## config.mk

```make
export PLATFORM = sky130hd
export DESIGN_NAME = dq_ring_mgr
export DESIGN_NICKNAME = d
export VERILOG_FILES = /design/src/rtl/dq_ring_pkg.sv /design/src/rtl/dq_ring_arb.sv /design/src/rtl/dq_ring_cfg.sv /design/src/rtl/dq_ring_core.sv /design/src/rtl/dq_ring_mgr.sv
export SDC_FILE = /design/constraint.sdc
export NUM_CORES = 2
export LEC_CHECK = 0
export ABC_AREA = 1
export BUFFER_PORTS_ARGS = -buffer_cell sky130_fd_sc_hd__buf_2
export CAP_MARGIN = 20
export CORE_MARGIN = 2
export CORE_UTILIZATION = 53
export DETAILED_ROUTE_END_ITERATION = 7
export GPL_ROUTABILITY_DRIVEN = 0
export PLACE_DENSITY = 0.79
export SYNTH_ARGS = -nofsm -noshare
export SYNTH_HDL_FRONTEND = slang
export SYNTH_SLANG_ARGS = --single-unit
```

## constraint.sdc

```tcl
create_clock -name clk -period 16.36 [get_ports clk]
set_clock_uncertainty 0.05 [all_clocks]
set_input_delay 3.272 -clock clk [delete_from_list [all_inputs] [get_ports clk]]
set_output_delay 3.272 -clock clk [all_outputs]
set_load 0.02 [all_outputs]
```

## src/rtl/dq_ring_pkg.sv

```systemverilog
package dq_ring_pkg;

   typedef enum logic [2:0] {
      RM_PLAIN = 3'd0,
      RM_MSG   = 3'd1,
      RM_CRED  = 3'd2,
      RM_QMGR  = 3'd3
   } ring_mode_e;

   typedef enum logic [1:0] {
      OP_PUSH_TAIL = 2'd0,
      OP_POP_HEAD  = 2'd1,
      OP_PUSH_HEAD = 2'd2,
      OP_POP_TAIL  = 2'd3
   } ring_op_e;

   localparam logic [2:0] ELSZ_ILLEGAL = 3'd7;
   localparam logic [2:0] ELSZ_QMGR    = 3'd1;

endpackage

```

## src/rtl/dq_ring_arb.sv

```systemverilog
module dq_ring_arb #(
   parameter int NREQ = 2,
   parameter int IDW  = 1
) (
   input  logic [NREQ-1:0] req,
   input  logic            block,
   output logic [NREQ-1:0] grant,
   output logic [IDW-1:0]  gid,
   output logic            fire
);
   logic [NREQ:0] taken;
   assign taken[0] = 1'b0;

   for (genvar i = 0; i < NREQ; i++) begin : g_chain
      assign grant[i]   = req[i] & ~taken[i] & ~block;
      assign taken[i+1] = taken[i] | req[i];
   end

   assign fire = |grant;

   always_comb begin
      gid = '0;
      for (int i = 0; i < NREQ; i++)
         if (grant[i]) gid = IDW'(i);
   end
endmodule

```

## src/rtl/dq_ring_cfg.sv

```systemverilog
module dq_ring_cfg
   import dq_ring_pkg::*;
#(
   parameter int DEPTH = 16,
   parameter int SZ_W  = 5
) (
   input  logic            clk,
   input  logic            rst_n,
   input  logic            cfg_wr,
   input  logic [SZ_W-1:0] cfg_size,
   input  logic [2:0]      cfg_elsz,
   input  logic [2:0]      cfg_mode,
   output logic            ring_en,
   output logic            cfg_err,
   output logic [SZ_W-1:0] size_q,
   output ring_mode_e      mode_q,
   output logic [SZ_W-1:0] step
);
   logic legal, two_slot_req;

   always_comb begin
      two_slot_req = (cfg_mode == 3'd2) || (cfg_mode == 3'd3);
      legal = (cfg_mode < 3'd4)
            && (cfg_elsz != ELSZ_ILLEGAL)
            && !((cfg_mode == 3'd3) && (cfg_elsz != ELSZ_QMGR))
            && (cfg_size != '0)
            && (cfg_size <= SZ_W'(DEPTH))
            && !(two_slot_req && cfg_size[0]);
   end

   always_ff @(posedge clk or negedge rst_n) begin
      if (!rst_n) begin
         ring_en <= 1'b0;
         cfg_err <= 1'b0;
         size_q  <= '0;
         mode_q  <= RM_PLAIN;
      end else if (cfg_wr) begin
         ring_en <= legal;
         cfg_err <= !legal;
         if (legal) begin
            size_q <= cfg_size;
            mode_q <= ring_mode_e'(cfg_mode);
         end
      end
   end

   assign step = ((mode_q == RM_CRED) || (mode_q == RM_QMGR)) ? SZ_W'(2) : SZ_W'(1);
endmodule

```

## src/rtl/dq_ring_core.sv

```systemverilog
module dq_ring_core
   import dq_ring_pkg::*;
#(
   parameter int DEPTH  = 16,
   parameter int DATA_W = 32,
   parameter int LEN_W  = 16,
   parameter int SZ_W   = 5,
   parameter int QB_W   = 21,
   parameter int IDW    = 1
) (
   input  logic              clk,
   input  logic              rst_n,
   input  logic              clear,
   input  logic              en,
   input  ring_mode_e        mode,
   input  logic [SZ_W-1:0]   size,
   input  logic [SZ_W-1:0]   step,
   input  logic              fire,
   input  ring_op_e          op,
   input  logic [DATA_W-1:0] wdata,
   input  logic [DATA_W-1:0] wside,
   input  logic [IDW-1:0]    wid,
   output logic              rsp_valid,
   output logic [IDW-1:0]    rsp_id,
   output logic              rsp_err,
   output logic [DATA_W-1:0] rsp_data,
   output logic [DATA_W-1:0] rsp_side,
   output logic [SZ_W-1:0]   occ,
   output logic [QB_W-1:0]   qm_bytes
);
   localparam int IW = $clog2(DEPTH);

   logic [DATA_W-1:0] store [DEPTH];
   logic [SZ_W-1:0]   head_q, tail_q, occ_q;
   logic [SZ_W-1:0]   head_up, head_dn, tail_up, tail_dn, slot_a, slot_b;
   logic [IW-1:0]     ia, ib;
   logic              two_slot, is_push, refuse, ok;
   logic [QB_W-1:0]   len_in, len_out;

   always_comb begin
      two_slot = (mode == RM_CRED) || (mode == RM_QMGR);
      is_push  = (op == OP_PUSH_TAIL) || (op == OP_PUSH_HEAD);
      refuse   = !en
               || ((mode == RM_PLAIN) && ((op == OP_PUSH_HEAD) || (op == OP_POP_TAIL)))
               || (is_push && ((occ_q + step) > size))
               || (!is_push && (occ_q == '0));
      ok       = fire && !refuse;
      head_up  = ((head_q + step) >= size) ? (head_q + step - size) : (head_q + step);
      head_dn  = (head_q < step) ? (head_q + size - step) : (head_q - step);
      tail_up  = ((tail_q + step) >= size) ? (tail_q + step - size) : (tail_q + step);
      tail_dn  = (tail_q < step) ? (tail_q + size - step) : (tail_q - step);
      unique case (op)
         OP_PUSH_TAIL: slot_a = tail_q;
         OP_POP_HEAD:  slot_a = head_q;
         OP_PUSH_HEAD: slot_a = head_dn;
         default:      slot_a = tail_dn;
      endcase
      slot_b  = slot_a + SZ_W'(1);
      ia      = slot_a[IW-1:0];
      ib      = slot_b[IW-1:0];
      len_in  = QB_W'(wside[LEN_W-1:0]);
      len_out = QB_W'(store[ib][LEN_W-1:0]);
   end

   always_ff @(posedge clk) begin
      if (ok && is_push) begin
         store[ia] <= wdata;
         if (two_slot) store[ib] <= wside;
      end
   end

   always_ff @(posedge clk or negedge rst_n) begin
      if (!rst_n) begin
         head_q    <= '0;
         tail_q    <= '0;
         occ_q     <= '0;
         qm_bytes  <= '0;
         rsp_valid <= 1'b0;
         rsp_id    <= '0;
         rsp_err   <= 1'b0;
         rsp_data  <= '0;
         rsp_side  <= '0;
      end else begin
         rsp_valid <= fire;
         if (fire) begin
            rsp_id   <= wid;
            rsp_err  <= refuse;
            rsp_data <= (ok && !is_push) ? store[ia] : '0;
            rsp_side <= (ok && !is_push && two_slot) ? store[ib] : '0;
         end
         if (clear) begin
            head_q   <= '0;
            tail_q   <= '0;
            occ_q    <= '0;
            qm_bytes <= '0;
         end else if (ok) begin
            occ_q <= is_push ? (occ_q + step) : (occ_q - step);
            unique case (op)
               OP_PUSH_TAIL: tail_q <= tail_up;
               OP_POP_HEAD:  head_q <= head_up;
               OP_PUSH_HEAD: head_q <= head_dn;
               default:      tail_q <= tail_dn;
            endcase
            if (mode == RM_QMGR)
               qm_bytes <= is_push ? (qm_bytes + len_in) : (qm_bytes - len_out);
         end
      end
   end

   assign occ = occ_q;
endmodule

```

## src/rtl/dq_ring_mgr.sv

```systemverilog
module dq_ring_mgr
   import dq_ring_pkg::*;
#(
   parameter int NREQ   = 2,
   parameter int DEPTH  = 16,
   parameter int DATA_W = 32,
   parameter int LEN_W  = 16,
   localparam int SZ_W  = $clog2(DEPTH + 3),
   localparam int IDW   = (NREQ > 1) ? $clog2(NREQ) : 1,
   localparam int QB_W  = LEN_W + SZ_W
) (
   input  logic                   clk,
   input  logic                   rst_n,
   input  logic                   cfg_wr,
   input  logic [SZ_W-1:0]        cfg_size,
   input  logic [2:0]             cfg_elsz,
   input  logic [2:0]             cfg_mode,
   input  logic                   ring_clr,
   input  logic [NREQ-1:0]        req_valid,
   input  logic [2*NREQ-1:0]      req_op,
   input  logic [NREQ*DATA_W-1:0] req_data,
   input  logic [NREQ*DATA_W-1:0] req_side,
   output logic [NREQ-1:0]        grant,
   output logic                   rsp_valid,
   output logic [IDW-1:0]         rsp_id,
   output logic                   rsp_err,
   output logic [DATA_W-1:0]      rsp_data,
   output logic [DATA_W-1:0]      rsp_side,
   output logic                   ring_en,
   output logic                   cfg_err,
   output logic [SZ_W-1:0]        size_o,
   output logic [SZ_W-1:0]        free_o,
   output logic [SZ_W-1:0]        occ_o,
   output logic                   full_o,
   output logic [SZ_W-1:0]        qm_count,
   output logic [QB_W-1:0]        qm_bytes
);
   if (DEPTH < 2 || (DEPTH % 2) != 0) begin : g_bad_depth
      $error("DEPTH must be even and at least 2");
   end
   if (NREQ < 1) begin : g_bad_nreq
      $error("NREQ must be at least 1");
   end
   if (LEN_W < 1 || LEN_W > DATA_W) begin : g_bad_len
      $error("LEN_W must lie in 1..DATA_W");
   end

   logic              fire;
   logic [IDW-1:0]    gid;
   ring_mode_e        mode_q;
   logic [SZ_W-1:0]   step;
   ring_op_e          sel_op;
   logic [DATA_W-1:0] sel_data, sel_side;

   dq_ring_arb #(.NREQ(NREQ), .IDW(IDW)) u_arb (
      .req   (req_valid),
      .block (cfg_wr | ring_clr),
      .grant (grant),
      .gid   (gid),
      .fire  (fire)
   );

   dq_ring_cfg #(.DEPTH(DEPTH), .SZ_W(SZ_W)) u_cfg (
      .clk      (clk),
      .rst_n    (rst_n),
      .cfg_wr   (cfg_wr),
      .cfg_size (cfg_size),
      .cfg_elsz (cfg_elsz),
      .cfg_mode (cfg_mode),
      .ring_en  (ring_en),
      .cfg_err  (cfg_err),
      .size_q   (size_o),
      .mode_q   (mode_q),
      .step     (step)
   );

   always_comb begin
      sel_op   = ring_op_e'(req_op[2*gid +: 2]);
      sel_data = req_data[DATA_W*gid +: DATA_W];
      sel_side = req_side[DATA_W*gid +: DATA_W];
   end

   dq_ring_core #(
      .DEPTH(DEPTH), .DATA_W(DATA_W), .LEN_W(LEN_W),
      .SZ_W(SZ_W), .QB_W(QB_W), .IDW(IDW)
   ) u_core (
      .clk       (clk),
      .rst_n     (rst_n),
      .clear     (cfg_wr | ring_clr),
      .en        (ring_en),
      .mode      (mode_q),
      .size      (size_o),
      .step      (step),
      .fire      (fire),
      .op        (sel_op),
      .wdata     (sel_data),
      .wside     (sel_side),
      .wid       (gid),
      .rsp_valid (rsp_valid),
      .rsp_id    (rsp_id),
      .rsp_err   (rsp_err),
      .rsp_data  (rsp_data),
      .rsp_side  (rsp_side),
      .occ       (occ_o),
      .qm_bytes  (qm_bytes)
   );

   assign free_o   = size_o - occ_o;
   assign full_o   = ring_en && ((occ_o + step) > size_o);
   assign qm_count = (mode_q == RM_QMGR) ? (occ_o >> 1) : '0;
endmodule

```

Word level (Yosys, flattened, before mapping) --
Memory sizes are Yosys's and may differ from the RTL's. Cells that the tools add are included. W data, S select, Z words.
Storage, ports and cells: register bits 113, bits in writable memories 512, bits of input ports 149, output and inout port bits 113, logic and storage cells 125, memories 1
Memory list:
- u_core.store | depth 16, width 32, read ports 2, clocked after memory_dff 0, write ports 2, line dq_ring_core.sv:33 | logic [DATA_W-1:0] store [DEPTH];
Cells by class: add/sub/neg operators 16, $lt $le $gt $ge 7, equal/unequal tests 10, shifts and indexed selects 3, muxes and demuxes 28, bitwise logic cells 6, reductions and logical operators 41
Operators by type and width (count):
- $shiftx A64 B7 Y32 | 2
- $mux W21 | 4
- $mux W32 | 2
- $mux W5 | 11
- $sub A5 B2 Y5 | 5
- $add A21 B16 Y21 | 1
- $sub A21 B16 Y21 | 1
- $pmux W5 S2 | 2
- $add A5 B2 Y5 | 3
- $logic_and A1 B1 Y1 | 15
- $sub A5 B5 Y5 | 3
- $eq A3 B2 Y1 const B | 4
- $pmux W4 S3 | 1
- $add A5 B5 Y5 | 2
- $ge A5 B5 Y1 | 2
- $lt A5 B2 Y1 | 2
- $reduce_and A2 Y1 | 4
- $logic_or A1 B1 Y1 | 7
- $logic_not A1 Y1 | 6
- $mux W1 | 6
- $gt A5 B5 Y1 | 1
- $le A5 B5 Y1 const B | 1
- $logic_not A5 Y1 | 1
- $reduce_bool A5 Y1 | 1
- 18 further kinds | 24

Logic depth before layout (Yosys ltp) --
depth in word-level cells 16, gate-level depth with buffers 53, mapped depth without buffers 47

Modules after synthesis --
From an unflattened synthesis, not the netlist that was laid out.
Unflattened totals: cell total of the unflattened synthesis 5303, area total of the unflattened synthesis 41285.8 µm²
Modules (own cells, without submodules):
- dq_ring_core | times used 1, cells each 5091, area each 39270.2 µm², sequential area each 17952.2 µm²
- dq_ring_mgr | times used 1, cells each 142, area each 1435.1 µm², sequential area each 0.0 µm²
- dq_ring_cfg | times used 1, cells each 63, area each 545.5 µm², sequential area each 250.2 µm²
- dq_ring_arb | times used 1, cells each 7, area each 35.0 µm², sequential area each 0.0 µm²

Worst setup path after synthesis --
Ideal clock, no wire load.
path kind input-to-reg, start in ring_clr, end reg u_core.qm_bytes[17], setup time 0.122 ns, arrival time 9.936 ns, data required time 16.188 ns, path slack 6.252 ns, stages 48, path buffers 8, cell sequence nor2_4 -> inv_2 -> nor3_4 -> inv_2 -> o21a_1 -> buf_2 -> inv_1 -> clkbuf_1 -> ha_1 -> inv_1 -> o21ai_0 -> a21oi_1 -> nand2_1 -> nand2_1 -> buf_4 -> inv_1 -> buf_2 -> buf_2 -> [... 12 more ...] -> inv_1 -> ha_1 -> inv_1 -> nor2_1 -> nand2_1 -> nor2_1 -> nand2_1 -> nor2_1 -> nand2_1 -> a21oi_1 -> a21oi_1 -> ha_1 -> a21oi_1 -> o21ai_0 -> a21oi_1 -> nand3_1 -> or2_2 -> a32o_1
On the way: cells in the longest elaborated chain, start to end 15, elaborated cells between the ends (all ways) 35, classes of those cells 3 x add/sub; 3 x eq/ne; 2 x shift; 6 x mux; 4 x bitwise; 16 x reduce/logical; 1 x memory
Ends and longest elaborated chain:
- from (decl) | line dq_ring_mgr.sv:18 | input logic ring_clr,
- $or A1 B1 Y1 * | line dq_ring_mgr.sv:57, dq_ring_mgr.sv:89
- parallel branches: the longest is 14 deep, another holds $mem_v2 Z16 W32
- to (signal assigned) | line dq_ring_core.sv:105 | qm_bytes <= is_push ? (qm_bytes + len_in) : (qm_bytes - len_out);
- to (decl) | line dq_ring_core.sv:29 | output logic [QB_W-1:0] qm_bytes
Every way passes the cells marked *. The select of a mux whose other input is x is not followed. A chain may end at the register's enable or synchronous reset.

Worst setup path in the final report --
start in cfg_wr, end reg u_core.qm_bytes[15]
On the way: cells in the longest elaborated chain, start to end 15, elaborated cells between the ends (all ways) 35, classes of those cells 3 x add/sub; 3 x eq/ne; 2 x shift; 6 x mux; 4 x bitwise; 16 x reduce/logical; 1 x memory
Ends and longest elaborated chain:
- from (decl) | line dq_ring_mgr.sv:14 | input logic cfg_wr,
- $or A1 B1 Y1 * | line dq_ring_mgr.sv:57, dq_ring_mgr.sv:89
- parallel branches: the longest is 14 deep, another holds $mem_v2 Z16 W32
Marks and branches as above.

==> impl_metrics.py <==
metrics = {
    "status": {
        "status": "finished clean",
    },
    "synth": {
        "yosysWarnings": 0,
        "syn_nets": 5306,
        "yosysTopAreaCell": "edfxtp_1",
        "synth_edf_count": 512,
        "ys_top_cells_by_area": "edfxtp_1 (39%), nand2_1 (12%), o21ai_0 (8.7%)",
        "ys_top_cells_by_count": "nand2_1 (1322), o21ai_0 (687), edfxtp_1 (512)",
        "ys.flop_type": "edfxtp_1",
        "postSynthCellCount": 5065,
        "synth.distinct_cells": 53,
        "ys_seq_elements": 625,
        "synth-async-reset-ratio_pct": 18.1,
        "syn_area_um2": 39700,
        "synth-seq-area-share_pct": 45.8,
        "synth.avg_cell_area_um2": 7.84,
        "yosysMostFrequentCell": "nand2_1",
        "yosys.area.top_type_share_pct": 38.7,
    },
    "floorplan": {
        "ios": 262,
        "fp.dieArea_um2": 77200,
        "die_width_um": 278,
        "dieHeight_um": 278,
        "start_util_pct": 53.5,
        "rows": 100,
        "design.core.area_um2": 74300,
    },
    "global_route": {
        "antenna_found_initial": 1,
        "grt_pass1_wl_mm": 206,
        "overflow": 0,
        "grt_pass1_vias": 35300,
        "grt_max_degree": 246,
        "grtUsageTotal_pct": 34.9,
    },
    "timing": {
        "final.period_utilization_pct": 78.4,
        "tightest_slew_ns": 1.15,
        "setup_ws_ns": 3.54,
        "setup_viol": 0,
        "setup-tns-final_ns": 0,
        "whs_ns": 0.427,
        "fin_crit_ns": 12.82,
        "hold_viol": 0,
        "slew_viol_final": 0,
        "slew_headroom_pct": 21.5,
        "fmax_mhz": 78.0,
        "rsz0062_at_grt": "false",
    },
    "placed_design": {
        "dpl_cell_area_um2": 41500,
        "dp_slack_ns": 3.24,
        "dp_hpwl_mm": 80.4,
        "numPortBuffers": 260,
    },
    "finish": {
        "design_area_um2": 43700,
        "fin_util_pct": 58.9,
        "nNetsFinal": 5315,
        "nFillCells": 6410,
        "multiInputGateArea_um2": 18500,
        "layout-area-overhead-vs-synth_pct": 10.1,
        "drive_gt1_share_pct": 10.7,
        "ff_latch_area_um2": 18200,
    },
    "clock_network": {
        "insertion_delay_ns": 0.64,
        "ctsHoldBuffers": 0,
        "cts_buffers": 70,
        "h-tree-depth": 3,
        "cts_tree": "done",
        "cts_num_sinks": 625,
        "clkTransAtPathRegs_ns": 0.05,
        "cts_setup_buffers": 0,
        "cts_resized": 0,
        "root_buffer": "clkbuf_16",
        "cts.path.max_buffers": 3,
    },
    "min_path": {
        "min_path_type": "reg -> reg",
        "hold_start": "u_core.rsp_side[31]$_DFFE_PN0P_",
    },
    "setup_path": {
        "cp_data_arrival_time_ns": 13.27,
        "required_ns": 16.80,
        "cp_slowest_stage_delay_ns": 0.89,
        "r2r-start": "u_cfg.mode_q[1]$_DFFE_PN0P_",
        "endpoint_kind": "register",
        "crit_path_frequent_cell": "nand2_1",
        "crit_path_max_fanout": 125,
        "critPathLaunch": "cfg_wr",
        "cp_slowest_cell": "inv_1",
        "crit_type": "in -> reg",
        "rrSetupSlack_ns": 6.15,
        "critPathLaunchType": "input pin",
    },
    "routing": {
        "ant_nets": 0,
        "drc": 0,
        "vias": 38300,
        "first_iter_violations": 6348,
        "viasPerCell": 6.27,
        "first_pass_iters": 6,
        "routedWlPerCell_um": 22.6,
        "wirelength_mm": 138,
    },
    "power_and_ir_drop": {
        "switching_share_pct": 48.4,
        "p_per_area_nw_per_um2": 165,
        "p_leak_nw": 19.1,
        "p_comb_share_pct": 53.6,
        "power_frac_clock_pct": 21.7,
        "power.switching_mw": 3.50,
        "ir_drop_mv": 0.233,
        "power.share.sequential_pct": 24.7,
        "p_int_mw": 3.73,
    },
    "flow_run": {
        "maxCapViolCount": 0,
    },
}
worst max-delay path, delay by kind of cell:
family | cells | cell delay [ns]
AO/OA/AOI/OAI | 10 | 1.69
buffers and inverters | 10 | 3.60
AND/OR/NAND/NOR | 21 | 3.36
adder cells (fa/ha/maj) | 4 | 1.27
path summary, 6_finish.rpt:
path / cells after the start / endpoint
worst min-delay path: 2 / u_core.rsp_side[31]$_DFFE_PN0P_
min in group asynchronous: 1 / u_cfg.mode_q[0]$_DFFE_PN0P_
worst min register to register: 2 / u_core.rsp_side[31]$_DFFE_PN0P_
worst max-delay path: 45 / u_core.qm_bytes[15]$_DFFE_PN0P_
worst max register to register: 45 / u_core.qm_bytes[15]$_DFFE_PN0P_
max in group asynchronous: 2 / u_core.rsp_data[6]$_DFFE_PN0P_
power by group through the flow:
stage                     clock network, mW  logic [mW]  registers, mW
after floorplan                           0        2.58           1.82
after global placement                    0        3.61           1.81
after detailed placement                  0        3.68           1.81
after CTS                              1.56        3.71           1.78
after global routing                   1.62        4.17           1.78
final                                  1.57        3.88           1.78
layout make-up:
cell class	instances	area share (%)
well taps	969	2.77
repair buffers	354	4.64
flip-flops and latches	625	41.6
clock inverters	28	0.544
inverters	410	3.55
multi-input cells	3613	42.3
diodes	1	0.00572
clock buffers	101	4.56
metal layers:
metal,track usage [%],up-vias,wire length [um],part of all wire (%)
met5,0,-,13,0.0094
met3,8.83,588,20500,15
li1,-,17300,-,-
met4,20.0,2,8500,6.2
met2,52.9,2930,59400,43
met1,45.4,17400,49700,36
registers in the layout, summed over array words and instances (netlist names), 3 cells and up:
register / count
u_core.occ: 5
u_core.tail_q: 5
u_core.rsp_data: 32
u_core.qm_bytes: 21
u_core.store: 512
u_cfg.size_q: 5
u_core.head_q: 5
u_core.rsp_side: 32
u_cfg.mode_q: 3
cells in the final DEF (no fill, tap or decap), drive strengths merged, types with 27 or more instances in the layout:
| cell | Yosys | routed |
|---|---|---|
| nand2 | 1327 | 1327 |
| o22ai | 27 | 27 |
| edfxtp | 512 | 512 |
| o21ai | 1020 | 1020 |
| nor2 | 305 | 305 |
| xor2 | 28 | 28 |
| mux2i | 34 | 34 |
| nand3 | 254 | 254 |
| ha | 78 | 78 |
| clkbuf | 200 | 101 |
| a21oi | 214 | 214 |
| a32o | 53 | 53 |
| dfrtp | 113 | 113 |
| inv | 410 | 413 |
| nand3b | 58 | 58 |
| buf | 217 | 354 |
| o211ai | 60 | 60 |
stage by stage:
step,power [mW],cells
2_1_floorplan,4.40,5065
3_3_place_gp,5.42,5970
3_5_place_dp,5.50,5970
4_1_cts,7.06,6099
5_1_grt,7.58,6100
6_report,7.23,6101
logic make-up (layout without fill, tap and decap cells):
kind of cell | count (synthesis) | after routing | share of synthesized area [%]
AND/OR/NAND/NOR | 1983 | 1983 | 20.5
adder cells (fa/ha/maj) | 92 | 92 | 3.16
XOR/XNOR | 43 | 43 | 0.948
other | 1 | 2 | 0.00944
AO/OA/AOI/OAI | 1460 | 1460 | 20.3
buffers and inverters | 827 | 893 | 8.45
flip-flops | 625 | 625 | 45.8
multiplexers | 34 | 34 | 0.857
Power figures use the tool's default switching activity.
